[src/rtl/pcstk_pkg.sv]
// Package: shared sizes, class codes, stack entry type and address helpers
// for the program counter / return stack block.
package pcstk_pkg;
    localparam int PC_W      = 12;
    localparam int ROM_WORDS = 3072;
    localparam int STK_DEPTH = 13;
    localparam int SP_W      = $clog2(STK_DEPTH + 1);
    localparam int FLG_W     = 4;
    localparam int SRC_W     = 3;
    localparam int NUM_VEC   = 5;

    typedef enum logic [2:0] {
        OP_STEP1 = 3'd0,
        OP_STEP2 = 3'd1,
        OP_SBR   = 3'd2,
        OP_LBR   = 3'd3,
        OP_SCALL = 3'd4,
        OP_LCALL = 3'd5,
        OP_RET   = 3'd6,
        OP_RETI  = 3'd7
    } op_e;

    typedef struct packed {
        logic [FLG_W-1:0] flg;
        logic [PC_W-1:0]  ret;
    } stk_ent_t;

    // Add 1 or 2 to an address, wrapping at the top of program space.
    function automatic logic [PC_W-1:0] pc_step(input logic [PC_W-1:0] a,
                                                 input logic [1:0] d);
        logic [PC_W:0] s;
        s = {1'b0, a} + {{(PC_W - 1){1'b0}}, d};
        if (s >= (PC_W + 1)'(ROM_WORDS))
            s = s - (PC_W + 1)'(ROM_WORDS);
        return s[PC_W-1:0];
    endfunction

    // Interrupt vector for a source; top bit flags a known source.
    function automatic logic [PC_W:0] irq_vector(input logic [SRC_W-1:0] src);
        logic [PC_W:0] v;
        if (int'(src) >= NUM_VEC)
            v = '0;
        else if (src == '0)
            v = {1'b1, PC_W'(2)};
        else
            v = {1'b1, PC_W'(4 + 2 * int'(src))};
        return v;
    endfunction
endpackage

[src/rtl/pcstk_target.sv]
// Module: pcstk_target
// Purely combinational next-address logic for one decoded instruction.
// Assumes pc lies inside program space. It reports whether the instruction
// pushes (and what) or pops; the caller decides what wins in the cycle.
module pcstk_target
    import pcstk_pkg::*;
(
    input  logic [PC_W-1:0] pc_cur,
    input  logic [2:0]      op_class,
    input  logic [7:0]      byte0,
    input  logic [7:0]      byte1,
    input  logic            sf,
    output logic [PC_W-1:0] pc_nxt,
    output logic            push_req,
    output logic [PC_W-1:0] push_ret,
    output logic            pop_req,
    output logic            pop_reti
);
    logic [PC_W-1:0] inc1;
    logic [PC_W-1:0] inc2;
    logic [PC_W-1:0] lbr_tgt;
    logic [3:0]      scall_n;
    op_e             op;

    assign inc1    = pc_step(pc_cur, 2'd1);
    assign inc2    = pc_step(pc_cur, 2'd2);
    assign lbr_tgt = {byte0[3:0], byte1};
    assign scall_n = byte0[3:0];
    assign op      = op_e'(op_class);

    // Select the next address and the stack action for the class.
    always_comb begin
        pc_nxt   = inc1;
        push_req = 1'b0;
        push_ret = inc1;
        pop_req  = 1'b0;
        pop_reti = 1'b0;
        case (op)
            OP_STEP1: pc_nxt = inc1;
            OP_STEP2: pc_nxt = inc2;
            OP_SBR:   pc_nxt = sf ? {inc1[PC_W-1:6], byte0[5:0]} : inc1;
            OP_LBR:   pc_nxt = (sf && (int'(lbr_tgt) < ROM_WORDS)) ? lbr_tgt : inc2;
            OP_SCALL: begin
                pc_nxt   = (scall_n == 4'd0) ? PC_W'(12'h086)
                         : ({{(PC_W - 7){1'b0}}, scall_n, 3'b000} + PC_W'(6));
                push_req = 1'b1;
                push_ret = inc1;
            end
            OP_LCALL: begin
                pc_nxt   = {1'b0, byte0[2:0], byte1};
                push_req = 1'b1;
                push_ret = inc2;
            end
            OP_RET:   pop_req = 1'b1;
            OP_RETI: begin
                pop_req  = 1'b1;
                pop_reti = 1'b1;
            end
            default:  pc_nxt = inc1;
        endcase
    end
endmodule

[src/rtl/pcstk_stack.sv]
// Module: pcstk_stack
// Return stack of DEPTH entries with a software-loadable pointer.
// The pointer counts down on push; DEPTH means empty and 0 means full.
// Assumes push and pop are never requested in the same cycle. A pointer
// load takes precedence over both.
module pcstk_stack
    import pcstk_pkg::*;
#(
    parameter int DEPTH = STK_DEPTH,
    localparam int PW   = $clog2(DEPTH + 1)
) (
    input  logic           clk,
    input  logic           rst_n,
    input  logic           push,
    input  logic           pop,
    input  stk_ent_t       wr_ent,
    input  logic           sp_ld,
    input  logic [PW-1:0]  sp_ld_val,
    output stk_ent_t       rd_ent,
    output logic           empty,
    output logic [PW-1:0]  sp_q,
    output logic           ovf_q,
    output logic           unf_q
);
    stk_ent_t       mem [DEPTH];
    logic           full;
    logic           do_push;
    logic           do_pop;
    logic [PW-1:0]  wr_idx;

    assign full    = (sp_q == '0);
    assign empty   = (int'(sp_q) >= DEPTH);
    assign do_push = push && !sp_ld && !full;
    assign do_pop  = pop && !sp_ld && !empty;
    assign wr_idx  = sp_q - PW'(1);
    assign rd_ent  = empty ? '0 : mem[sp_q];

    // Store the pushed entry at the level just below the pointer.
    always_ff @(posedge clk) begin
        if (do_push)
            mem[wr_idx] <= wr_ent;
    end

    // Maintain the pointer: reset to empty, load with clamp, step on push/pop.
    always_ff @(posedge clk) begin
        if (!rst_n)
            sp_q <= PW'(DEPTH);
        else if (sp_ld)
            sp_q <= (int'(sp_ld_val) > DEPTH) ? PW'(DEPTH) : sp_ld_val;
        else if (do_push)
            sp_q <= sp_q - PW'(1);
        else if (do_pop)
            sp_q <= sp_q + PW'(1);
    end

    // Record sticky push-on-full and pop-on-empty errors.
    always_ff @(posedge clk) begin
        if (!rst_n) begin
            ovf_q <= 1'b0;
            unf_q <= 1'b0;
        end else begin
            if (push && !sp_ld && full)
                ovf_q <= 1'b1;
            if (pop && !sp_ld && empty)
                unf_q <= 1'b1;
        end
    end


    sp_bound_chk: assert property (@(posedge clk) disable iff (!rst_n)
        int'(sp_q) <= DEPTH);

    push_step_chk: assert property (@(posedge clk) disable iff (!rst_n)
        (push && !sp_ld && sp_q != '0) |=> (sp_q == $past(sp_q) - PW'(1)));

    pop_step_chk: assert property (@(posedge clk) disable iff (!rst_n)
        (pop && !sp_ld && int'(sp_q) < DEPTH) |=> (sp_q == $past(sp_q) + PW'(1)));

    ovf_sticky_chk: assert property (@(posedge clk) disable iff (!rst_n)
        ovf_q |=> ovf_q);

    unf_sticky_chk: assert property (@(posedge clk) disable iff (!rst_n)
        unf_q |=> unf_q);

    no_push_pop_chk: assert property (@(posedge clk) disable iff (!rst_n)
        !(push && pop));
endmodule

[src/rtl/pcstk_top.sv]
// Module: pcstk_top
// Program counter and return stack. Each cycle one decoded instruction is
// applied, unless a stack pointer write or an accepted interrupt overrides
// it. Priority: reset, pointer write, interrupt, instruction.
// Assumes a ranked interrupt request arrives with its source code.
module pcstk_top
    import pcstk_pkg::*;
(
    input  logic             clk,
    input  logic             rst_n,
    input  logic [2:0]       op_class,
    input  logic [7:0]       op_byte0,
    input  logic [7:0]       op_byte1,
    input  logic             status_flag,
    input  logic [FLG_W-1:0] flags_in,
    input  logic             irq_req,
    input  logic [SRC_W-1:0] irq_src,
    input  logic             sp_wr,
    input  logic [SP_W-1:0]  sp_wdata,
    output logic [PC_W-1:0]  pc,
    output logic [SP_W-1:0]  sp,
    output logic             ie,
    output logic [FLG_W-1:0] flags_out,
    output logic             flags_load,
    output logic             stk_ovf,
    output logic             stk_unf
);
    logic [PC_W-1:0]  pc_q;
    logic             ie_q;
    logic [PC_W-1:0]  tgt_pc;
    logic             t_push;
    logic [PC_W-1:0]  t_push_ret;
    logic             t_pop;
    logic             t_reti;
    logic [PC_W:0]    vec;
    logic             take_irq;
    logic             s_push;
    logic             s_pop;
    stk_ent_t         s_wr;
    stk_ent_t         s_rd;
    logic             s_empty;
    logic             pop_ok;

    pcstk_target u_target (
        .pc_cur   (pc_q),
        .op_class (op_class),
        .byte0    (op_byte0),
        .byte1    (op_byte1),
        .sf       (status_flag),
        .pc_nxt   (tgt_pc),
        .push_req (t_push),
        .push_ret (t_push_ret),
        .pop_req  (t_pop),
        .pop_reti (t_reti)
    );

    // Arbitrate between pointer write, interrupt entry and the instruction.
    always_comb begin
        vec      = irq_vector(irq_src);
        take_irq = !sp_wr && ie_q && irq_req && vec[PC_W];
        s_push   = take_irq || (!sp_wr && t_push);
        s_pop    = !sp_wr && !take_irq && t_pop;
        s_wr     = take_irq ? stk_ent_t'{flg: flags_in, ret: pc_q}
                            : stk_ent_t'{flg: '0, ret: t_push_ret};
        pop_ok   = s_pop && !s_empty;
    end

    pcstk_stack #(.DEPTH(STK_DEPTH)) u_stack (
        .clk       (clk),
        .rst_n     (rst_n),
        .push      (s_push),
        .pop       (s_pop),
        .wr_ent    (s_wr),
        .sp_ld     (sp_wr),
        .sp_ld_val (sp_wdata),
        .rd_ent    (s_rd),
        .empty     (s_empty),
        .sp_q      (sp),
        .ovf_q     (stk_ovf),
        .unf_q     (stk_unf)
    );

    // Update the program counter from the winning source.
    always_ff @(posedge clk) begin
        if (!rst_n)
            pc_q <= '0;
        else if (sp_wr)
            pc_q <= pc_step(pc_q, 2'd1);
        else if (take_irq)
            pc_q <= vec[PC_W-1:0];
        else if (pop_ok)
            pc_q <= s_rd.ret;
        else
            pc_q <= tgt_pc;
    end

    // Track interrupt enable and restore flags on return from interrupt.
    always_ff @(posedge clk) begin
        if (!rst_n) begin
            ie_q       <= 1'b1;
            flags_out  <= '0;
            flags_load <= 1'b0;
        end else begin
            flags_load <= 1'b0;
            if (take_irq)
                ie_q <= 1'b0;
            else if (pop_ok && t_reti) begin
                ie_q       <= 1'b1;
                flags_out  <= s_rd.flg;
                flags_load <= 1'b1;
            end
        end
    end

    assign pc = pc_q;
    assign ie = ie_q;


    pc_range_chk: assert property (@(posedge clk) disable iff (!rst_n)
        int'(pc_q) < ROM_WORDS);

    irq_ie_clr_chk: assert property (@(posedge clk) disable iff (!rst_n)
        take_irq |=> !ie_q);

    irq_vec_range_chk: assert property (@(posedge clk) disable iff (!rst_n)
        take_irq |=> (pc_q[PC_W-1:4] == '0 && !pc_q[0] && pc_q != '0));

    lcall_low_half_chk: assert property (@(posedge clk) disable iff (!rst_n)
        (!sp_wr && !take_irq && op_class == 3'd5) |=> !pc_q[PC_W-1]);

    fload_pulse_chk: assert property (@(posedge clk) disable iff (!rst_n)
        flags_load |-> ie_q);
endmodule

[config.mk]
export PLATFORM = sky130hd
export DESIGN_NAME = pcstk_top
export DESIGN_NICKNAME = d
export VERILOG_FILES = /design/src/rtl/pcstk_pkg.sv /design/src/rtl/pcstk_target.sv /design/src/rtl/pcstk_stack.sv /design/src/rtl/pcstk_top.sv
export SDC_FILE = /design/constraint.sdc
export NUM_CORES = 1
export LEC_CHECK = 0
export CAP_MARGIN = 0
export CORE_UTILIZATION = 40
export CTS_CLUSTER_SIZE = 8
export DETAILED_ROUTE_END_ITERATION = 8
export MAX_ROUTING_LAYER = met4
export PLACE_DENSITY = 0.61
export RECOVER_POWER = 100
export SLEW_MARGIN = 20
export SYNTH_ARGS = -nofsm -noshare
export SYNTH_HDL_FRONTEND = slang
export SYNTH_SLANG_ARGS = --single-unit
[constraint.sdc]
create_clock -name clk -period 4.4 [get_ports clk]
set_input_delay 1.1 -clock clk [delete_from_list [all_inputs] [get_ports clk]]
set_output_delay 1.1 -clock clk [all_outputs]
set_load 0.02 [all_outputs]
# Yosys cells after proc, flatten, opt, wreduce, memory -nomap -nowiden
# Memories as Yosys holds them, arrays and structs flattened. A register that Yosys moved wholly into a read port is not among the register bits.
# Cells that the tools add are included.
# W data, S select, Z words.
# totals
regBits,24
latchBits,0
ram_bits,208
romBits,0
inputBits,35
out_inout_bits,24
wordCells,88
memories,1
# op_classes
n_addsub,8
mul,0
n_div,0
magnitude_cmp,6
n_eq_ne,7
shift,0
muxes,28
bitwise,2
reduce_logical,29
# mem_list
name,depth,width,rd,rd_clocked_by_memory_dff,wr,line_no,rtl
u_stack.mem,13,16,1,1,1,pcstk_stack.sv:25,stk_ent_t mem [DEPTH];
# op_table
operator,n
$mux W12,8
$pmux W12 S5,1
$mux W16,2
$ge A13 B12 Y1 const B,2
$mux W4,6
$sub A12 B12 Y12 const B,2
$logic_and A1 B1 Y1,15
$add A12 B1 Y13 const B,1
$add A12 B2 Y13 const B,1
$mux W13,1
$eq A3 B3 Y1 const B,4
$lt A12 B12 Y1 const B,1
$add A7 B3 Y8 const B,1
$logic_not A4 Y1,2
$mux W1,8
$eq A3 B2 Y1 const B,2
$mux W6,1
$reduce_or A2 Y1,3
$add A3 B4 Y5 const A,1
$mux W5,1
$add A4 B1 Y4 const B,1
$ge A4 B4 Y1 const B,1
$gt A4 B4 Y1 const B,1
$logic_not A1 Y1,4
9 further kinds,10

# Logic depth before layout (Yosys ltp)
# logic_depth
depth_word,14
ltp_mapped,13
mapped_depth_nobuf,12

# Cells and area by module
# From an unflattened synthesis, not the netlist that was laid out.
# unflattened
cells_unflattened,912
area_unflattened_um2,11835.1
# by_module_without_submodules
module,instances,cells_per_inst,area_per_inst_um2
pcstk_stack,1,518,8957.3
pcstk_top,1,200,1611.5
pcstk_target,1,194,1266.2

# Least setup slack after synthesis
# Ideal clock, no wire load.
# synth_path
path_kind,register to register
start,register pc_q[1] (netlist: pc[1])
end,memory u_stack.mem[0][10] (netlist name) (data pin)
setup_time_ns,0.275
arrival_time_ns,3.622
t_required_ns,4.125
setup_slack_ns,0.503
stages_incl_launch_ff,14
cell_sequence,dfxtp_1 -> ha_1 -> buf_2 -> nand4_1 -> or4_1 -> xor2_1 -> inv_1 -> ha_1 -> nand4_1 -> or4_4 -> or4_4 -> a22oi_2 -> a211oi_1 -> a21oi_1
# synth_rtl
item,line_no,rtl
start: declaration,pcstk_top.sv:28,logic [PC_W-1:0] pc_q;
start signal: assignment,pcstk_top.sv:88,"pc_q <= pc_step(pc_q, 2'd1);"
start signal: assignment,pcstk_top.sv:90,pc_q <= vec[PC_W-1:0];
start signal: assignment,pcstk_top.sv:92,pc_q <= s_rd.ret;
end: declaration,pcstk_stack.sv:25,

==> summary.md <==
| Metric | Value |
|---|---|
| Area Overhead vs Synth | 19.7% |
| Hold Startpoint | u_stack.unf_q |
| RSZ-0062 raised after global routing | no |
| R2r endpoint | u_stack.mem[9][10] |
| Crit start category | flip-flop |
| Most common cell after layout, fill and taps aside | edfxtp_1 |
| Post-CTS sizing | 0 |
| Slew margin rel. | 0.266 |
| Cell taking the most area after synthesis | edfxtp_1 |
| # IOs | a little under 60 |
| Via count | ~7.0k |
| Dpl hpwl | approximately 17,000 um |
| Worst Path Max Fanout | 13 |
| Final Cycle Share | 0.952 |
| Root Driver | clkbuf_16 |
| Post-synthesis cell count | between 700 and 800 |
| Antenna violations before repair | 0 |
| Synth Net Count | approximately 770 |
| Nets@finish | around 870 |
| Final setup violating endpoints | 0 |
| HP Class | reg -> reg |
| Die width | 167 um |
| Non-filler cells, final | approximately 1.2k |
| Clk Latency, worst-skew pair | just over 500 ps |
| GRT Util Overall | 0.215 |
| Failing checks | DRC |
| Initial DRC Count | 747 |
| Gr ovfl total | 0 |
| DR pass1 iterations | 9 |
| Type of destination of the critical path | flip-flop |
| LEAKAGE | around 4.5 nW |
| # Post-CTS Setup Buffers | 0 |
| # DRC | 8 |
| Synthesized area | approximately 11,000 um2 |
| Final hold violation count | 0 |
| Power Total | ~5.5 mW |
| Max-Cap Viols | 0 |
| Layout fillers | roughly 2.2k |
| CP Class | reg -> reg |
| FP Rows | between 50 and 60 |
| Clock buffer depth | 3 |
| Full die area | between 20,000 and 30,000 um2 |
| Least-Margin Pin Slew | about 1100 ps |
| Commonest cells after routing, fill and taps aside | edfxtp_1, mux4_2, nand2_1, nor2_1, buf_4 |
| Die H | roughly 170 um |
| Final instance area | 13,000 um2 |
| Core Area | around 26,000 um2 |
| DRT Wirelength | ~29,000 um |
| DP Area | approximately 12,000 um2 |
| Routed Antenna Nets | 0 |
| WHS Endpoint | u_stack.unf_q |
| Flops & latches, synth | approximately 240 |
| First-pass GRT wire length | roughly 43,000 um |
| Sequential fraction of the synthesis area | 0.628 |
| Drt via density | 5.92 |
| Largest net degree at the start of global routing | 41 |
| Fmax | about 0.24 GHz |
| Ys flop type | edfxtp_1 |
| Number of global-route vias before repair | about 6.9k |
| Top-area cell type share of the netlist area | 0.576 |
| Worst hold path cell count | 2 |
| Post-synth EDFFs | between 200 and 250 |
| Pins over their slew limit | 0 |
| Placed cells | 1,117 |
| Layout cell share with drive strength beyond 1 | 0.203 |
| Synthesized area per cell | 15.0 um2 |
| Synth cell types | between 70 and 80 |
| CTS sink cnt | between 200 and 250 |
| Critical path arrival | about 4500 ps |
| Hold_buf cts | 0 |
| CTS tree | done |
| Starting Density | 0.412 |
| Clock skew | a little under 20 ps |
| RR Startpoint | pc[9] |
| Synth Warn # | 0 |
| Inserted Clock Buffers | 35 |
| PortBufs | 56 |
| Antenna cells | 0 |
| CP required | between 4000 and 5000 ps |
| Status | finished, violations left |
| CTS H-tree depth | 2 |
| WL per Instance | between 20 and 25 um |
| Ys async rst share | 0 |
| Synth area leaders | edfxtp_1, mux4_2, dfxtp_1 |
| Setup_tns | 0 ps |
| Worst reg2reg path depth | 12 |
| R2r setup slk | 210 ps |
| Gp weighted congestion | roughly 0.9 |
| Max VDD drop | ~0.29 mV |
| Pwr per Cell Area | between 400 and 500 nW/um2 |
| Clock transition at the registers of the reported paths | around 60 ps |
| Final worst path period need | ~4200 ps |
[metrics by stage]
step                      hold WS (ps)   util  setup slack [ps]
after floorplan                    570      -               503
after global placement             469  0.457               357
after detailed placement           467  0.457               241
after CTS                          481  0.495               192
after global routing               516  0.494               117
final                              467  0.494               211
[worst max-delay path, cell delays in order, from the launching register on]
cell      delay [ps]
dfxtp_1          600
nand2_1          190
or4_1            560
nand2_1          130
ha_1             230
nand2_1           60
or4b_1           550
clkbuf_4         180
or4b_4           520
a31oi_1          290
a211oi_1          90
a21oi_1          300
clkbuf_2         310
[worst max-delay path by stage]
stage / from / end / slack [ps]
3_3_place_gp: pc[9] / u_stack.mem[10][11] / 360
5_1_grt: irq_src[1] / u_stack.mem[4][12] / 120
6_report: pc[9] / u_stack.mem[9][10] / 210
2_1_floorplan: pc[1] / u_stack.mem[0][10] / 500
4_1_cts: pc[9] / u_stack.mem[9][11] / 190
3_5_place_dp: pc[9] / u_stack.mem[9][11] / 240
[where the power goes]
| group | internal, mW | total, mW | switching, mW |
|---|---|---|---|
| clock network | 1.51 | 2.42 | 0.910 |
| registers | 2.49 | 2.55 | 0.0602 |
| logic | 0.217 | 0.490 | 0.273 |
[registers in the layout (all words and copies together), names as in the netlist, named ones only]
register and count:
flags_load 1, flags_out 4, ie 1, pc 12
u_stack.mem 208, u_stack.ovf_q 1, u_stack.sp_q 4, u_stack.unf_q 1
[kinds of logic (layout without fill, tap and decap cells)]
group | after synthesis | in the layout | synth area share
adders and majority gates | 14 | 14 | 0.0162
and+or+nand+nor | 184 | 184 | 0.0908
xor gates and xnor gates | 22 | 22 | 0.0178
DFF | 236 | 236 | 0.628
buffers and inverters | 60 | 181 | 0.0245
AOI/OAI and AO/OA | 131 | 131 | 0.0813
muxes | 73 | 73 | 0.141
[metal layers]
metal / up-vias / wire length (um) / share of wire / track usage
li1: 3079 / - / - / -
met1: 3545 / 12300 / 0.43 / 0.284
met2: 286 / 13900 / 0.49 / 0.343
met3: 48 / 1710 / 0.060 / 0.0307
met4: 0 / 680 / 0.024 / 0.0668
met5: - / 0 / 0 / -
[Yosys cell counts, drive strengths merged, types with 4 or more instances]
cell    number
a211oi       5
a21oi       28
a22oi        7
a31oi       10
and2         9
and3        10
buf         18
clkbuf      30
dfxtp       28
edfxtp     208
ha          14
inv         10
mux2i        9
mux4        64
nand2       46
nand2b       5
nand3       20
nand4        5
nor2        45
nor2b        4
nor3         8
nor4         6
o211ai       8
o21a         4
o21ai       29
o221ai       4
o22ai        4
o31ai        6
or3          4
or4          5
xnor2       13
xor2         9
[area by class of cell]
class | instances | area (um2) | area share
clock buffers | 56 | 976 | 0.0752
clock inverters | 3 | 28.8 | 0.00222
inverters | 12 | 45.0 | 0.00347
multi-input cells | 424 | 3770 | 0.290
flip-flops and latches | 236 | 6820 | 0.525
well taps | 335 | 419 | 0.0323
repair buffers | 110 | 921 | 0.0710
Power figures use the tool's default switching activity.
